### src/rtl/sup_pkg.sv
package sup_pkg;
    localparam int unsigned SYNC_STAGES = 2;

    typedef struct packed {
        logic undervolt;
        logic manual;
        logic watchdog;
    } rst_cause_t;
endpackage

### src/rtl/sup_sync.sv
module sup_sync #(
    parameter int unsigned STAGES  = 2,
    parameter logic        RST_VAL = 1'b0
) (
    input  logic clk,
    input  logic por_n,
    input  logic d_i,
    output logic q_o
);
    typedef struct packed {
        logic [STAGES-1:0] chain;
    } sync_st_t;

    sync_st_t s_d, s_q;

    always_comb begin
        s_d       = s_q;
        s_d.chain = {s_q.chain[STAGES-2:0], d_i};
    end

    always_ff @(posedge clk or negedge por_n) begin
        if (!por_n) s_q <= '{chain: {STAGES{RST_VAL}}};
        else        s_q <= s_d;
    end

    assign q_o = s_q.chain[STAGES-1];
endmodule

### src/rtl/sup_debounce.sv
module sup_debounce #(
    parameter int unsigned DB_CYCLES = 8
) (
    input  logic clk,
    input  logic por_n,
    input  logic raw_i,
    output logic stable_o
);
    localparam int unsigned CW = $clog2(DB_CYCLES + 1);

    typedef struct packed {
        logic          level;
        logic [CW-1:0] cnt;
    } db_st_t;

    db_st_t s_d, s_q;

    always_comb begin
        s_d = s_q;
        if (raw_i != s_q.level) begin
            if (s_q.cnt == CW'(DB_CYCLES - 1)) begin
                s_d.level = raw_i;
                s_d.cnt   = '0;
            end else begin
                s_d.cnt = s_q.cnt + 1'b1;
            end
        end else begin
            s_d.cnt = '0;
        end
    end

    always_ff @(posedge clk or negedge por_n) begin
        if (!por_n) s_q <= '{level: 1'b1, cnt: '0};
        else        s_q <= s_d;
    end

    assign stable_o = s_q.level;

    // counter never passes the debounce window
    p_db_bound_r10: assert property (@(posedge clk) disable iff (!por_n)
        s_q.cnt < CW'(DB_CYCLES));
    // matching input never moves the filtered level
    p_db_hold_r10: assert property (@(posedge clk) disable iff (!por_n)
        (raw_i == stable_o) |=> $stable(stable_o));
endmodule

### src/rtl/sup_wd_timer.sv
module sup_wd_timer #(
    parameter int unsigned TWP_CYCLES = 64
) (
    input  logic clk,
    input  logic por_n,
    input  logic strobe_s_i,
    input  logic hold_i,
    output logic expired_o
);
    localparam int unsigned CW = $clog2(TWP_CYCLES + 1);

    typedef struct packed {
        logic          prev;
        logic [CW-1:0] count;
        logic          expired;
    } wd_st_t;

    wd_st_t s_d, s_q;
    logic   activity;

    always_comb begin
        s_d      = s_q;
        activity = strobe_s_i ^ s_q.prev;
        s_d.prev = strobe_s_i;
        if (hold_i || activity) begin
            s_d.count   = '0;
            s_d.expired = 1'b0;
        end else if (s_q.count == CW'(TWP_CYCLES - 1)) begin
            s_d.expired = 1'b1;
        end else begin
            s_d.count = s_q.count + 1'b1;
        end
    end

    always_ff @(posedge clk or negedge por_n) begin
        if (!por_n) s_q <= '{prev: 1'b0, count: '0, expired: 1'b0};
        else        s_q <= s_d;
    end

    assign expired_o = s_q.expired;

    // count stays inside the timeout window
    p_cnt_bound_r1: assert property (@(posedge clk) disable iff (!por_n)
        s_q.count <= CW'(TWP_CYCLES - 1));
    // expiry only follows a full count
    p_expire_at_limit_r1: assert property (@(posedge clk) disable iff (!por_n)
        $rose(s_q.expired) |-> ($past(s_q.count) == CW'(TWP_CYCLES - 1)));
    // reset holds the timer clear
    p_hold_clear_r8: assert property (@(posedge clk) disable iff (!por_n)
        hold_i |=> (s_q.count == '0 && !s_q.expired));
    // strobe activity reloads and releases
    p_edge_reload_r7: assert property (@(posedge clk) disable iff (!por_n)
        activity |=> (s_q.count == '0 && !s_q.expired));
endmodule

### src/rtl/sup_rst_stretch.sv
module sup_rst_stretch
    import sup_pkg::*;
#(
    parameter int unsigned TRST_CYCLES = 20
) (
    input  logic       clk,
    input  logic       por_n,
    input  rst_cause_t cause_i,
    output logic       active_o
);
    localparam int unsigned CW = $clog2(TRST_CYCLES + 1);

    typedef struct packed {
        logic [CW-1:0] cnt;
    } st_st_t;

    st_st_t s_d, s_q;
    logic   any_cause;

    always_comb begin
        s_d       = s_q;
        any_cause = |cause_i;
        if (any_cause)            s_d.cnt = CW'(TRST_CYCLES);
        else if (s_q.cnt != '0)   s_d.cnt = s_q.cnt - 1'b1;
    end

    always_ff @(posedge clk or negedge por_n) begin
        if (!por_n) s_q <= '{cnt: CW'(TRST_CYCLES)};
        else        s_q <= s_d;
    end

    assign active_o = (s_q.cnt != '0);

    // any cause reloads the full stretch
    p_load_r6: assert property (@(posedge clk) disable iff (!por_n)
        (|cause_i) |=> (s_q.cnt == CW'(TRST_CYCLES)));
    // stretch drains one step per idle edge
    p_drain_r6: assert property (@(posedge clk) disable iff (!por_n)
        (!(|cause_i) && s_q.cnt != '0) |=> (s_q.cnt == $past(s_q.cnt) - 1'b1));
endmodule

### src/rtl/sup_wdog_top.sv
module sup_wdog_top
    import sup_pkg::*;
#(
    parameter int unsigned TWP_CYCLES  = 64,
    parameter int unsigned TRST_CYCLES = 20,
    parameter int unsigned DB_CYCLES   = 8
) (
    input  logic clk,
    input  logic por_n,
    input  logic wd_strobe_i,
    input  logic uv_flag_i,
    input  logic mr_n_i,
    input  logic loop_en_i,
    output logic wd_n_o,
    output logic rst_n_o
);
    logic       strobe_s;
    logic       mr_s;
    logic       mr_stable;
    logic       expired;
    logic       stretch_active;
    logic       rst_act;
    rst_cause_t cause;

    sup_sync #(.STAGES(SYNC_STAGES), .RST_VAL(1'b0)) u_strobe_sync (
        .clk(clk), .por_n(por_n), .d_i(wd_strobe_i), .q_o(strobe_s));

    sup_sync #(.STAGES(SYNC_STAGES), .RST_VAL(1'b1)) u_mr_sync (
        .clk(clk), .por_n(por_n), .d_i(mr_n_i), .q_o(mr_s));

    sup_debounce #(.DB_CYCLES(DB_CYCLES)) u_mr_db (
        .clk(clk), .por_n(por_n), .raw_i(mr_s), .stable_o(mr_stable));

    sup_wd_timer #(.TWP_CYCLES(TWP_CYCLES)) u_timer (
        .clk(clk), .por_n(por_n), .strobe_s_i(strobe_s),
        .hold_i(rst_act), .expired_o(expired));

    always_comb begin
        cause.undervolt = uv_flag_i;
        cause.manual    = ~mr_stable;
        cause.watchdog  = loop_en_i & expired;
    end

    sup_rst_stretch #(.TRST_CYCLES(TRST_CYCLES)) u_stretch (
        .clk(clk), .por_n(por_n), .cause_i(cause), .active_o(stretch_active));

    assign rst_act = uv_flag_i | stretch_active;
    assign rst_n_o = ~rst_act;
    assign wd_n_o  = ~(expired | uv_flag_i);

    // undervoltage and reset coincide
    p_rst_with_uv_r5: assert property (@(posedge clk) disable iff (!por_n)
        uv_flag_i |-> !rst_n_o);
    // warning forced during undervoltage
    p_wd_with_uv_r3: assert property (@(posedge clk) disable iff (!por_n)
        uv_flag_i |-> !wd_n_o);
    // reset outlives the undervoltage flag
    p_rst_after_uv_r6: assert property (@(posedge clk) disable iff (!por_n)
        $fell(uv_flag_i) |-> !rst_n_o);
    // looped-back warning becomes a reset
    p_loop_rst_r9: assert property (@(posedge clk) disable iff (!por_n)
        (loop_en_i && !wd_n_o) |=> !rst_n_o);
endmodule

### config.mk
export PLATFORM = sky130hd
export DESIGN_NAME = sup_wdog_top
export DESIGN_NICKNAME = d
export VERILOG_FILES = /design/src/rtl/sup_pkg.sv /design/src/rtl/sup_sync.sv /design/src/rtl/sup_debounce.sv /design/src/rtl/sup_wd_timer.sv /design/src/rtl/sup_rst_stretch.sv /design/src/rtl/sup_wdog_top.sv
export SDC_FILE = /design/constraint.sdc
export NUM_CORES = 1
export LEC_CHECK = 0
export BUFFER_PORTS_ARGS = -buffer_cell sky130_fd_sc_hd__buf_4
export CAP_MARGIN = 20
export CORE_UTILIZATION = 40
export DETAILED_ROUTE_END_ITERATION = 8
export PLACE_DENSITY_LB_ADDON = 0.2
export SKIP_LAST_GASP = 1
export SYNTH_ARGS = -nofsm -noshare
export SYNTH_HDL_FRONTEND = slang
export SYNTH_SLANG_ARGS = --single-unit
### constraint.sdc
create_clock -name clk -period 3.8 [get_ports clk]
set_input_delay 0.76 -clock clk [delete_from_list [all_inputs] [get_ports clk]]
set_output_delay 0.76 -clock clk [all_outputs]
set_load 0.05 [all_outputs]
==> Word level (Yosys, flattened, before mapping) <==
Cells that the tools add are included.
W data, S select, Z words.
{ "word_totals": {"reg_bits": 23, "latch_bits": 0, "ramBits": 0, "rom_bits": 0, "inputBits": 6, "word_cells": 35, "n_memories": 0} }
{ "op_classes": {"addsub": 3, "mul": 0, "n_div": 0, "magnitude_cmp": 0, "n_eq_ne": 4, "shift": 0, "muxes": 7, "n_bitwise": 7, "n_reduce_logical": 6} }
{ "op_table": {"columns": ["operator", "count"], "rows": [
  ["$mux W5", 2],
  ["$mux W4", 2],
  ["$mux W8", 1],
  ["$add A7 B1 Y7 const B", 1],
  ["$eq A7 B6 Y1 const B", 1],
  ["$mux W7", 1],
  ["$reduce_bool A5 Y1", 1],
  ["$sub A5 B1 Y5 const B", 1],
  ["$add A4 B1 Y4 const B", 1],
  ["$eq A4 B3 Y1 const B", 1],
  ["$reduce_bool A2 Y1", 2],
  ["$not A1 Y1", 3],
  ["$reduce_or A3 Y1", 1],
  ["$ne A2 B1 Y1 const B", 1],
  ["$or A1 B1 Y1", 2],
  ["$reduce_and A2 Y1", 1],
  ["$and A1 B1 Y1", 1],
  ["$logic_or A1 B1 Y1", 1],
  ["$mux W1", 1],
  ["$ne A1 B1 Y1", 1],
  ["$xor A1 B1 Y1", 1]
]} }

==> Depth between registers and ports, before layout <==
{ "logic_depth": {"word_depth": 4, "depth_mapped": 7} }

==> By module <==
From an unflattened synthesis, not the netlist that was laid out.
{ "unflattened": {"cells_unflattened": 96, "hier_area_um2": 1081.0} }
{ "by_module_without_submodules": {"columns": ["mod", "n_inst", "cells_per_inst", "area_each_um2"], "rows": [
  ["sup_wd_timer", 1, 44, 451.7],
  ["sup_rst_stretch", 1, 26, 266.5],
  ["sup_debounce", 1, 17, 236.5],
  ["sup_sync (u_mr_sync)", 1, 2, 52.6],
  ["sup_sync (u_strobe_sync)", 1, 2, 50.0],
  ["sup_wdog_top", 1, 5, 23.8]
]} }

==> Worst setup path after synthesis <==
OpenSTA, ideal clock, no wires.
{ "synth_timing": {"path_kind": "flip-flop to output port", "startpoint": "reg u_stretch.s_q[0] (netlist bit)", "endpoint": "out rst_n_o", "t_arrival_ns": 1.817, "slack_ns": 1.223, "stages_incl_launch_ff": 6, "n_path_buf": 1, "cell_sequence": "dfrtp_1 -> inv_1 -> ha_1 -> or4b_1 -> buf_2 -> nor2_1"} }
{ "synth_between": {"elab_chain_len": 3} }
{ "synth_lines": {"columns": ["element", "line_no", "rtl"], "rows": [
  ["from (decl)", "sup_rst_stretch.sv:17", "st_st_t s_d, s_q;"],
  ["from (signal assigned)", "sup_rst_stretch.sv:28", "if (!por_n) s_q <= '{cnt: CW'(TRST_CYCLES)};"],
  ["$reduce_bool A5 Y1", "sup_rst_stretch.sv:32", "assign active_o = (s_q.cnt != '0);"],
  ["$or A1 B1 Y1", "sup_wdog_top.sv:47", "assign rst_act = uv_flag_i | stretch_active;"],
  ["$not A1 Y1", "sup_wdog_top.sv:48", "assign rst_n_o = ~rst_act;"],
  ["to (decl)", "sup_wdog_top.sv:15", "output logic rst_n_o"]
]} }
No other way between the ends.

==> Final worst setup path <==
Ends and elaborated chain as after synthesis.

==> metrics.md <==
| Metric | Value |
|---|---|
| Multi-input logic area | `425 sq um` |
| Post-CTS sizing | `0` |
| # hold bufs at CTS | `0` |
| # fillers | `252` |
| Total global-route track usage | `15.2%` |
| Startpoint types | `register` |
| P per Cell Area | `429 nW/um^2` |
| Detailed Routing Iterations Pass 1 | `4` |
| FFs w/ async S/R, synth | `100%` |
| Clk buf depth | `2` |
| Initial drt markers | `4` |
| Run status | `complete, no violations` |
| Fin area | `1140 sq um` |
| Root Buffer | `clkbuf_4` |
| Number of nets with antenna violations after routing | `0` |
| Critical-path top delay cell | `or4b_1` |
| Worst path required time | `3.04 ns` |
| Synthesized area | `1040 sq um` |
| Clock skew | `0.00170 ns` |
| Synth Instances | `92` |
| Share of layout cells above drive strength 1 | `22.8%` |
| Syn Nets | `101` |
| Clock transition at path regs | `0.12 ns` |
| Worst vdd ir | `246 uV` |
| Number of flops mapped to enable cells by yosys | `0` |
| Site Rows | `18` |
| Hold violation count in the final report | `0` |
| Vias in the first global route | `707` |
| Max FO, Critical Path | `7` |
| Inserted Clock Buffers | `3` |
| Synth Flop Type | `dfrtp_1` |
| Core Area | `2480 sq um` |
| GR Overflow Total | `0` |
| HP Class | `primary input to asynchronous set/reset pin` |
| Yosys cell types | `35` |
| TNS Setup | `0 ns` |
| Final min period | `2.66 ns` |
| CTS Sinks | `23` |
| Vias/cell | `5.24` |
| CP Data Arrival Time | `1.90 ns` |
| CTS tree | `built` |
| First-pass GRT wire length | `3000 microns` |
| Sequential Area | `582 sq um` |
| Least-Margin Pin Slew | `0.392 ns` |
| Number of I/O port buffers | `7` |
| Leakage | `0.489 nW` |
| Die area | `2810 sq um` |
| Die width | `53.0 microns` |
| # diodes | `0` |
| Fmax | `376 MHz` |
| Detailed-route wire length | `1680 microns` |
| DP Area | `1120 sq um` |
| MaxCap Viol Count | `0` |
| Total number of vias | `687` |
| HPWL after detailed placement | `1210 microns` |
| CP Capture Type | `output pin` |
| Slowest cell delay on critical path | `0.58 ns` |
| Slew margin rel. | `73.8%` |
| Seq/Total Area, Yosys | `55.8%` |
| Critical path class | `register to output pin` |
| Yosys reg bits | `23` |
| YS warnings | `0` |
| Avg WL per Cell | `12.8 microns` |
| Starting Density | `42.1%` |
| Final worst path period share | `70.1%` |
| Die H | `53.0 microns` |
| Boundary pin count | `8` |
| Synth-to-Final Area Change | `9.72%` |
| Fin nets | `111` |
| CP cell instances | `inv_1 > ha_1 > or4b_1 > nor2_1 > buf_4` |
| Final Wtd Congestion | `0.742` |
| # Post-CTS Setup Buffers | `0` |
| RSZ-0062 raised after global routing | `no` |
| Slew Viols, Final | `0` |
| Mean Syn Cell Area | `11.3 sq um` |
| Drt drc | `0` |
| Setup violators final | `0` |
| H-tree depth | `1` |
| Initial antenna violation count | `0` |
| Largest net degree at the start of global routing | `24` |
| Worst-skew pair later-pin latency | `0.30 ns` |
## worst max-delay path, delay by kind of cell, from the launching register on
| family | cells | cell delay, ns |
|---|---|---|
| flip-flops | 1 | 0.44 |
| AND/OR/NAND/NOR | 2 | 0.72 |
| adder cells (fa/ha/maj) | 1 | 0.15 |
| buffers and inverters | 2 | 0.28 |
## worst paths after layout
kind                                         end  slack [ns]  cells past startpoint        startpoint
worst max-delay path                     rst_n_o        1.14                      5  u_stretch.s_q[0]
worst min-delay path              u_mr_db.s_q[1]        0.31                      1             por_n
worst max register to register    u_timer.s_q[7]        1.62                      5  u_stretch.s_q[0]
worst min register to register  u_mr_sync.s_q[1]        0.36                      0  u_mr_sync.s_q[0]
max in group asynchronous       u_stretch.s_q[2]        3.21                      1             por_n
min in group clk                u_mr_sync.s_q[1]        0.36                      0  u_mr_sync.s_q[0]
## cell usage after synthesis, drive strengths merged (3+ instances only)
cell    instances  share of area [%]
dfrtp          18                 43
dfstp           5                 13
nor2           11                4.0
nor3            7                5.3
inv             5                1.8
ha              3                3.6
a21oi           5                2.4
a211oi          3                3.1
nand2           4                1.4
nand3           3                1.4
xnor2           3                2.5
## cell families after synthesis
logic type,Yosys count,synth area share [%]
AOI/OAI and AO/OA,15,11.0
xor gates and xnor gates,4,3.36
adders and majority gates,3,3.60
buffers and inverters,7,3.36
DFF,23,55.8
muxes,2,2.04
and+or+nand+nor,38,20.8
## state kept, by name (all words and copies together) (netlist names)
| signal | flops |
|---|---|
| u_timer.s_q | 8 |
| u_stretch.s_q | 5 |
| u_mr_db.s_q | 4 |
| u_mr_sync.s_q | 2 |
| u_strobe_sync.s_q | 2 |
| u_mr_db.stable_o | 1 |
| u_timer.expired_o | 1 |
## routing by layer
metal / global-route usage (%) / share of wire [%] / vias up
li1: - / - / 342
met1: 18.5 / 47 / 335
met2: 24.7 / 49 / 8
met3: 6.03 / 3.0 / 2
met4: 3.95 / 0.72 / 0
met5: 0 / 0 / -
## final cells by class
class	instances	area share [%]
flip-flops and latches	23	50.9
well taps	30	3.28
clock buffers	3	1.97
inverters	5	1.64
clock inverters	1	0.438
multi-input cells	62	37.2
repair buffers	7	4.60
## stage by stage
step / util (%) / setup slack, ns / hold slack [ns] / cells / power, W
floorplan: - / 1.22 / 0.331 / 92 / 0.000360
global route: 46.2 / 1.02 / 0.310 / 131 / 0.000524
detailed placement: 45.1 / 1.49 / 0.347 / 127 / 0.000387
CTS: 46.2 / 1.12 / 0.314 / 131 / 0.000500
finish: 46.2 / 1.14 / 0.313 / 131 / 0.000491
global placement: 45.1 / 1.55 / 0.332 / 127 / 0.000382
## cell usage in the layout, fill, tap and decap left out, drive strengths merged
master  netlist  routed
a211o         1       1
a211oi        3       3
a21boi        1       1
a21oi         5       5
and2          1       1
and3          1       1
and4          1       1
buf           2       7
clkbuf        0       3
clkinv        0       1
dfrtp        18      18
dfstp         5       5
ha            3       3
inv           5       5
mux2          1       1
mux2i         1       1
nand2         4       4
nand2b        2       2
nand3         3       3
nand3b        1       1
nand4         1       1
nor2         11      11
nor2b         2       2
nor3          7       7
nor3b         1       1
nor4          1       1
o2111a        1       1
o211a         1       1
o21ai         1       1
o31ai         2       2
or3           1       1
or4b          1       1
xnor2         3       3
xor2          1       1
## report_power, final
group          leakage [nW]  total [W]  switching (W)  internal, W
Clock                0.0177   0.000111      0.0000715    0.0000393
Combinational         0.177  0.0000795      0.0000398    0.0000397
Sequential            0.294   0.000301      0.0000231     0.000278
Note: power is estimated with default switching activity, not from simulation.
